==> config.mk <==
export PLATFORM = sky130hd
export DESIGN_NAME = dith_modulator
export DESIGN_NICKNAME = d
export VERILOG_FILES = /design/src/rtl/dith_pkg.sv /design/src/rtl/dith_gamma.sv /design/src/rtl/dith_pattern.sv /design/src/rtl/dith_modulator.sv
export SDC_FILE = /design/constraint.sdc
export NUM_CORES = 1
export LEC_CHECK = 0
export ABC_AREA = 1
export CAP_MARGIN = 30
export CORE_AREA = 2 2 88 90
export CTS_BUF_LIST = sky130_fd_sc_hd__clkbuf_4
export DETAILED_ROUTE_END_ITERATION = 10
export DIE_AREA = 0 0 90 92
export HOLD_SLACK_MARGIN = 0.06
export SLEW_MARGIN = 20
export SYNTH_ARGS = -nofsm -noshare
export SYNTH_HDL_FRONTEND = slang
export SYNTH_SLANG_ARGS = --single-unit
==> constraint.sdc <==
create_clock -name clk -period 0.96 [get_ports clk]
set_input_delay 0.24 -clock clk [delete_from_list [all_inputs] [get_ports clk]]
set_output_delay 0.24 -clock clk [all_outputs]
set_load 0.1 [all_outputs]
==> src/rtl/dith_pkg.sv <==
package dith_pkg;

    localparam int DITH_NCH = 3;

    // Reverse the low w bits of s: bit 0 moves to bit w-1.
    function automatic int slot_rank(input int s, input int w);
        int r;
        r = 0;
        for (int k = 0; k < w; k++) begin
            r = (r << 1) | ((s >> k) & 1);
        end
        return r;
    endfunction

    // Square-law mapping from an in_w-bit component to an lvl_w-bit level,
    // rounded to nearest.
    function automatic int gamma_level(input int v, input int in_w, input int lvl_w);
        int top_in;
        int top_lvl;
        int den;
        top_in  = (1 << in_w) - 1;
        top_lvl = (1 << lvl_w) - 1;
        den     = top_in * top_in;
        return (v * v * top_lvl + den / 2) / den;
    endfunction

    typedef struct packed {
        logic                valid;
        logic [DITH_NCH-1:0] on;
    } dith_out_t;

endpackage

==> src/rtl/dith_gamma.sv <==
module dith_gamma
    import dith_pkg::*;
#(
    parameter int IN_W     = 8,
    parameter int LVL_W    = 5,
    parameter bit GAMMA_EN = 1'b1
) (
    input  logic [IN_W-1:0]  comp_i,
    output logic [LVL_W-1:0] lvl_o
);

    localparam int ROM_DEPTH = 1 << IN_W;

    generate
        if (GAMMA_EN) begin : g_rom
            logic [LVL_W-1:0] rom [ROM_DEPTH];
            for (genvar v = 0; v < ROM_DEPTH; v++) begin : g_entry
                assign rom[v] = LVL_W'(gamma_level(v, IN_W, LVL_W));
            end
            assign lvl_o = rom[comp_i];
        end else begin : g_bypass
            assign lvl_o = comp_i[IN_W-1 -: LVL_W];
        end
    endgenerate

endmodule

==> src/rtl/dith_pattern.sv <==
module dith_pattern
    import dith_pkg::*;
#(
    parameter int LVL_W = 5
) (
    input  logic [LVL_W-1:0] lvl_i,
    input  logic [LVL_W-1:0] slot_i,
    output logic             on_o
);

    localparam int SLOTS = 1 << LVL_W;

    logic [SLOTS-1:0] pat;
    logic             lit;

    assign lit = (lvl_i != '0);

    // Slot i lights once the level reaches the bit-reversed rank of i.
    generate
        for (genvar i = 0; i < SLOTS; i++) begin : g_slot
            localparam logic [LVL_W-1:0] RANK = LVL_W'(slot_rank(i, LVL_W));
            assign pat[i] = lit && (RANK <= lvl_i);
        end
    endgenerate

    assign on_o = pat[slot_i];

endmodule

==> src/rtl/dith_modulator.sv <==
module dith_modulator
    import dith_pkg::*;
#(
    parameter int IN_W     = 8,
    parameter int LVL_W    = 5,
    parameter bit GAMMA_EN = 1'b1
) (
    input  logic             clk,
    input  logic             rst_n,
    input  logic             pix_valid_i,
    input  logic [IN_W-1:0]  red_i,
    input  logic [IN_W-1:0]  grn_i,
    input  logic [IN_W-1:0]  blu_i,
    input  logic [LVL_W-1:0] subframe_i,
    output logic             pix_valid_o,
    output logic             red_on_o,
    output logic             grn_on_o,
    output logic             blu_on_o
);

    localparam int NCH = DITH_NCH;

    logic [NCH-1:0][IN_W-1:0]  comp;
    logic [NCH-1:0][LVL_W-1:0] lvl;
    logic [NCH-1:0]            on_raw;

    dith_out_t st_d, st_q;

    assign comp = {blu_i, grn_i, red_i};

    generate
        for (genvar ch = 0; ch < NCH; ch++) begin : g_chan
            dith_gamma #(
                .IN_W    (IN_W),
                .LVL_W   (LVL_W),
                .GAMMA_EN(GAMMA_EN)
            ) u_gamma (
                .comp_i(comp[ch]),
                .lvl_o (lvl[ch])
            );

            dith_pattern #(
                .LVL_W(LVL_W)
            ) u_pattern (
                .lvl_i (lvl[ch]),
                .slot_i(subframe_i),
                .on_o  (on_raw[ch])
            );
        end
    endgenerate

    always_comb begin
        st_d       = st_q;
        st_d.valid = pix_valid_i;
        st_d.on    = pix_valid_i ? on_raw : '0;
    end

    always_ff @(posedge clk or negedge rst_n) begin
        if (!rst_n) begin
            st_q <= '0;
        end else begin
            st_q <= st_d;
        end
    end

    assign pix_valid_o = st_q.valid;
    assign red_on_o    = st_q.on[0];
    assign grn_on_o    = st_q.on[1];
    assign blu_on_o    = st_q.on[2];

endmodule

==> impl_metrics.csv, run 1 <==
group,metric,value,unit
outcome,status,"finished with violations",
outcome,violations,"negative setup slack",
sta,hold_viol_final,0,
logic_synthesis,async_flop_share,100,%
drt,drtAntennaViolNets,0,
critical_path,worstPathRequired,1090,ps
floorplan,die_w,90,um
drt,drc,0,
place,gp_congestion,0.970,
global_route,gr-usage-all-layers,27.5,%
drt,firstDrtPassIters,5,
drt,post_drt_wl_per_cell,14.2,um
clock_network,cts_made_buffers,3,
drt,finalWirelength,13000,um
critical_path,crit_family,"compound AO/OA/AOI/OAI gates",
worst_hold_path,hold_class,"input port to async pin",
critical_path,worstSetupStartpointType,"input port",
finish,area_delta_synth_final,74.2,%
power,sw_frac_of_total,52.8,%
power,peakVddDrop,0.000350,V
global_route,grt_pass1_vias,4606,
critical_path,path_cells,"clkbuf_4 > nand2_4 > nor2_4 > nand2_2 > nand3_1 > nand2_2 > o21ai_0 > o21bai_1 > o21ai_1 > o21ai_0 > a21oi_1 > nand2_1 > nand2_1 > nand2_1 > nand2_2 > nor2_2",
power,p_comb_share,87.2,%
critical_path,cp_num_buf_inv,1,
logic_synthesis,synth.distinct_cells,40,
power,cellPowerDensity,644,mW/mm^2
power,p_leak,2.78,nW
logic_synthesis,syn_inst,652,
sta,fin_crit,1920,ps
clock_network,clkSinkCount,4,
sta,setup_tns,-3150,ps
finish,antenna_cells,0,
power,power_frac_seq,5.5,%
finish,drive_gt1_share,49.0,%
sta,min_period_over_period,200,%
critical_path,critPathMaxFanout,4,
finish,nets,847,
global_route,grt_pass1_wl,19900,um
critical_path,cpPeakStageDelay,380,ps
sta,maxSlewHeadroom,70.9,%
clock_network,cts_tree,"yes",
logic_synthesis,ys_ff_latch,4,
place,dpl-instance-area,0.00453,mm^2
floorplan,dieArea,0.00828,mm^2
drt,drtIter0Drc,325,
sta,worstMarginPinSlew,432,ps
sta,final-max-slew-violation-count,0,
drt,vias_per_cell,5.54,
logic_synthesis,synth-seq-area-share,3.12,%
global_route,grt_antenna_before_repair,0,
clock_network,cts-root-buf,"clkbuf_4",
place,portBuffers,35,
logic_synthesis,netlist.top_cell.by_area,"nand2_1",
logic_synthesis,synth_area_leaders,"nand2_1, nand3_1, nor2_1",
place,dp_hpwl,8480,um
logic_synthesis,syn_area_per_cell,4.93,um^2
logic_synthesis,ys_warn_count,0,
logic_synthesis,yosysTopAreaCellShare,25.8,%
logic_synthesis,synthesis.area,0.00321,mm^2
power,switchingPower,1.91,mW
sta,rsz0062_at_grt,"true",
global_route,grt_max_degree,13,
clock_network,clockBufferDepth,2,
finish,post-route-cell-area,0.00560,mm^2
clock_network,cts_hold_buffers,0,
logic_synthesis,synth_enable_flop_cells,0,
sta,max_freq,0.521,GHz
floorplan,ios,36,
floorplan,coreArea,0.00745,mm^2
floorplan,rows,32,
drt,vias,5074,
logic_synthesis,synth_nets,684,
critical_path,cp_data_arrival_time,2050,ps
job,max_cap_violations,0,
sta,setup_viol,7,
power,clkPwrFrac,7.3,%
critical_path,end_kind,"flip-flop",
critical_path,slowest_stage,"o21ai_0",
logic_synthesis,synth_flop_cell,"dfrtp_1",
floorplan,start_util,43.1,%
sta,fin_ws,-960,ps
global_route,overflow,0,
critical_path,critical_path_class,"input port to flip-flop",
clock_network,htree_levels,1,
power,p_int,1.70,mW
clock_network,clk_pin_slew,40,ps
floorplan,die_h,92,um
[metrics by stage]
stage / power (mW) / util [%] / hold WS, ps / std cells / setup slack [ps]
finish: 3.61 / 75.2 / 201 / 916 / -960
CTS: 3.13 / 66.6 / 197 / 902 / -907
floorplan: 1.70 / - / -55.6 / 652 / -931
global placement: 2.60 / 60.9 / 449 / 877 / -1710
global route: 3.88 / 75.2 / 215 / 916 / -1080
detailed placement: 2.62 / 60.9 / 452 / 877 / -1710
[state kept, by name (all words and copies together), names as in the netlist]
| signal | flops |
|---|---|
| red_on_o | 1 |
| pix_valid_o | 1 |
| grn_on_o | 1 |
| blu_on_o | 1 |
[final timing paths]
kind	from	end	slack (ps)	cells after the start
min in group clk	pix_valid_i	pix_valid_o	580	1
worst min-delay path	rst_n	grn_on_o	200	1
worst max-delay path	grn_i[3]	grn_on_o	-960	16
max in group asynchronous	rst_n	pix_valid_o	580	1
[cell families (layout without fill, tap and decap cells)]
kind of cell | after synthesis | in the layout | share of synthesized area, %
AOI/OAI and AO/OA | 105 | 105 | 18.8
buffers and inverters | 89 | 251 | 11.9
DFF | 4 | 4 | 3.12
and+or+nand+nor | 454 | 454 | 66.2
[cell usage in the layout (no fill, tap or decap), types with 11 or more instances in the layout]
cell     instances
buf_12          11
nor2_1          36
nand3_2         28
buf_6           15
buf_4          135
nor2_2          13
inv_1           29
nand2_4         29
nand3_1         78
a21oi_1         24
a21oi_2         11
nand2_1        171
o21ai_0         17
inv_2           20
o21ai_1         22
nand2_2         52
nor2_4          24
[layout make-up]
type / count / area (um^2)
multi-input cells: 559 / 3440
fillers: 606 / 1850
repair buffers: 185 / 1620
inverters: 61 / 270
well taps: 102 / 128
flip-flops and latches: 4 / 104
clock buffers: 4 / 30.0
repair inverters: 1 / 7.51
[power groups by stage]
stage                     Clock [mW]  Combinational [mW]  Sequential [mW]
after floorplan                    0                1.41            0.296
after detailed placement           0                2.42            0.201
final                          0.264                3.14            0.198
after global routing           0.283                3.39            0.199
after CTS                      0.270                2.66            0.198
after global placement             0                2.40            0.199
[cell usage after synthesis, types with 2 or more instances]
cell      count
nand2_1     221
nand3_1     106
nor2_1       53
inv_1        41
a21oi_1      37
o21ai_0      27
nand2_2      24
o21ai_1      20
inv_2        18
nor2_2       14
clkbuf_1     10
nand4_1      10
buf_2         9
nand2_4       8
buf_4         7
nor2_4        6
o211ai_1      6
nand3_2       5
dfrtp_1       4
nor3_1        3
o21ai_2       3
a31oi_1       2
[layer usage]
metal | routed length (um) | up-vias | global-route usage (%)
met5 | 0 | - | 0
met4 | 327 | 0 | 5.13
met3 | 717 | 48 | 1.81
met2 | 6670 | 227 | 52.1
met1 | 5300 | 2321 | 34.4
li1 | - | 2478 | -
[timing repair]
item,4_1_cts,5_1_grt
endpoints found under the setup margin,7,7
gates cloned,2,0
hold endpoints to repair,0,0
resized for setup,161,171
pin swaps,53,65
buffers inserted,19,16
Note: power is estimated with default switching activity, not from simulation.
==> run 2: changes to the inputs <==
Settings changed: CORE_AREA 2 2 88 90 to 2 2 81 83, DIE_AREA 0 0 90 92 to 0 0 83 85, PLACE_DENSITY set to 0.75.
==> impl_metrics.csv, run 2 (same netlist as run 1, synthesis figures left out) <==
group,metric,value,unit
global_route,use_met2,64.4,%
job,max_cap_violations,0,
floorplan,start_util,51.8,%
sta,worstMarginPinSlew,422,ps
floorplan,ios,36,
place,portBuffers,35,
sta,final-max-slew-violation-count,0,
global_route,grt_pass1_wl,21200,um
drt,vias_per_cell,6.09,
power,peakVddDrop,0.000527,V
floorplan,coreArea,0.00620,mm^2
sta,max_freq,0.499,GHz
power,p_leak,2.70,nW
clock_network,cts_hold_buffers,0,
sta,holdWs,215,ps
outcome,violations,"negative setup slack",
finish,final_cell_mix,"nand2_1, buf_4, nand3_1, nand2_2, nor2_1",
sta,hold_viol_final,0,
global_route,grt_antenna_before_repair,0,
place,post-place-ws,-1710,ps
critical_path,end_kind,"flip-flop",
global_route,overflow,0,
floorplan,rows,29,
finish,final_core_util,85.8,%
critical_path,critical_path_class,"input port to flip-flop",
finish,nets,834,
clock_network,clk_pin_slew,40,ps
global_route,busiest_layer,"met2",
clock_network,cts_tree,"yes",
drt,drtAntennaViolNets,0,
finish,antenna_cells,0,
floorplan,die_h,85,um
finish,drive_gt1_share,45.2,%
finish,nFillCells,349,
global_route,grtUsageMet1,39.3,%
power,cellPowerDensity,658,mW/mm^2
drt,drtIter0Drc,597,
finish,final_common_cell,"nand2_1",
global_route,grt_max_degree,14,
worst_hold_path,hold_class,"input port to async pin",
drt,vias,5349,
drt,firstDrtPassIters,7,
place,dp_hpwl,8640,um
power,totalPowerFinal,3.50,mW
clock_network,htree_levels,1,
drt,post_drt_wl_per_cell,15.8,um
floorplan,dieArea,0.00706,mm^2
finish,post-route-cell-area,0.00532,mm^2
finish,multi_input_area,0.00330,mm^2
sta,maxSlewHeadroom,71.9,%
clock_network,clockBufferDepth,2,
finish,final-seq-area,104,um^2
critical_path,startpoint,"blu_i[4]",
floorplan,die_w,83,um
sta,rsz0062_at_grt,"true",
drt,finalWirelength,13900,um
clock_network,cts_made_buffers,3,
sta,min_period_over_period,209,%
critical_path,worstSetupStartpointType,"input port",
clock_network,clkSinkCount,4,
sta,fin_crit,2010,ps
global_route,gr-usage-all-layers,34.2,%
sta,setup_viol,7,
sta,fin_ws,-1050,ps
critical_path,cp_data_arrival_time,2150,ps
critical_path,worstPathRequired,1100,ps
place,dpl-instance-area,0.00442,mm^2
global_route,grt_pass1_vias,4994,
clock_network,cts-root-buf,"clkbuf_4",
finish,area_delta_synth_final,65.7,%
drt,drc,0,
critical_path,crit_end,"blu_on_o",
global_route,met3_usage,2.63,%
critical_path,critPathMaxFanout,5,
outcome,status,"finished with violations",
place,gp_congestion,0.936,
==> run 2: cell types whose count changed in the layout (fill, tap and decap cells not counted), moves of 3 or more <==
cell      delta
a21oi_1      +4
a21oi_2      -4
buf_12       -4
buf_4       -13
buf_6        +4
clkbuf_2     -4
nand2_1      +7
nand2_4      -6
nor2_1       +4
nor2_2       +4
nor2_4       -8
o21ai_1      +3
==> run 2: layout make-up <==
| type | count | area share, % |
|---|---|---|
| inverter | 61 | 4.84 |
| clock buffer | 4 | 0.564 |
| multi-input combinational | 559 | 61.9 |
| tap | 77 | 1.81 |
| sequential | 4 | 1.95 |
| timing repair buffer | 173 | 28.9 |
==> run 2: metal layers <==
| metal | share of wire [%] | routed length (um) |
|---|---|---|
| met2 | 51 | 7120 |
| met1 | 36 | 4970 |
| met3 | 7.6 | 1060 |
| met4 | 5.5 | 760 |
| met5 | 0 | 0 |
==> run 2: how the worst min path moves through the flow <==
stage / endpoint / slack [ps] / cells after the start / start
2_1_floorplan: blu_on_o / -60 / 0 / rst_n
3_3_place_gp: red_on_o / 460 / 1 / rst_n
3_5_place_dp: red_on_o / 470 / 1 / rst_n
4_1_cts: pix_valid_o / 220 / 1 / rst_n
5_1_grt: pix_valid_o / 210 / 1 / rst_n
6_report: pix_valid_o / 220 / 1 / rst_n
==> run 2: stage by stage <==
step / TNS (ps) / instances
2_1_floorplan: -2740 / 652
3_3_place_gp: -4730 / 845
3_5_place_dp: -4950 / 845
4_1_cts: -2960 / 869
5_1_grt: -3780 / 878
6_report: -3320 / 878
==> run 2: power breakdown <==
group	internal [mW]	leakage, nW	total [mW]	switching, mW
combinational	1.25	2.63	3.05	1.80
sequential	0.186	0.0465	0.200	0.0145
clock	0.184	0.0184	0.256	0.0713
total	1.62	2.70	3.50	1.88
==> run 2: critical path: stages <==
cell and delay [ps]:
buf_6 120, inv_1 190, nand3_2 150, nand2_1 90, nand2_1 60, nand3_2 90
nand3_2 120, nand2_4 140, buf_4 120, nand3_2 60, nand2_1 90, nand2_1 60
a21oi_1 150, nand3_1 110, nand2_1 80, nand2_1 50, nand2_1 50, nand2_1 50
nor2_1 130
==> run 2: timing repair <==
action,CTS,global route
gates cloned,1,1
setup buffers,19,9
endpoints found under the setup margin,7,7
pin swaps,67,52
resized for setup,189,94
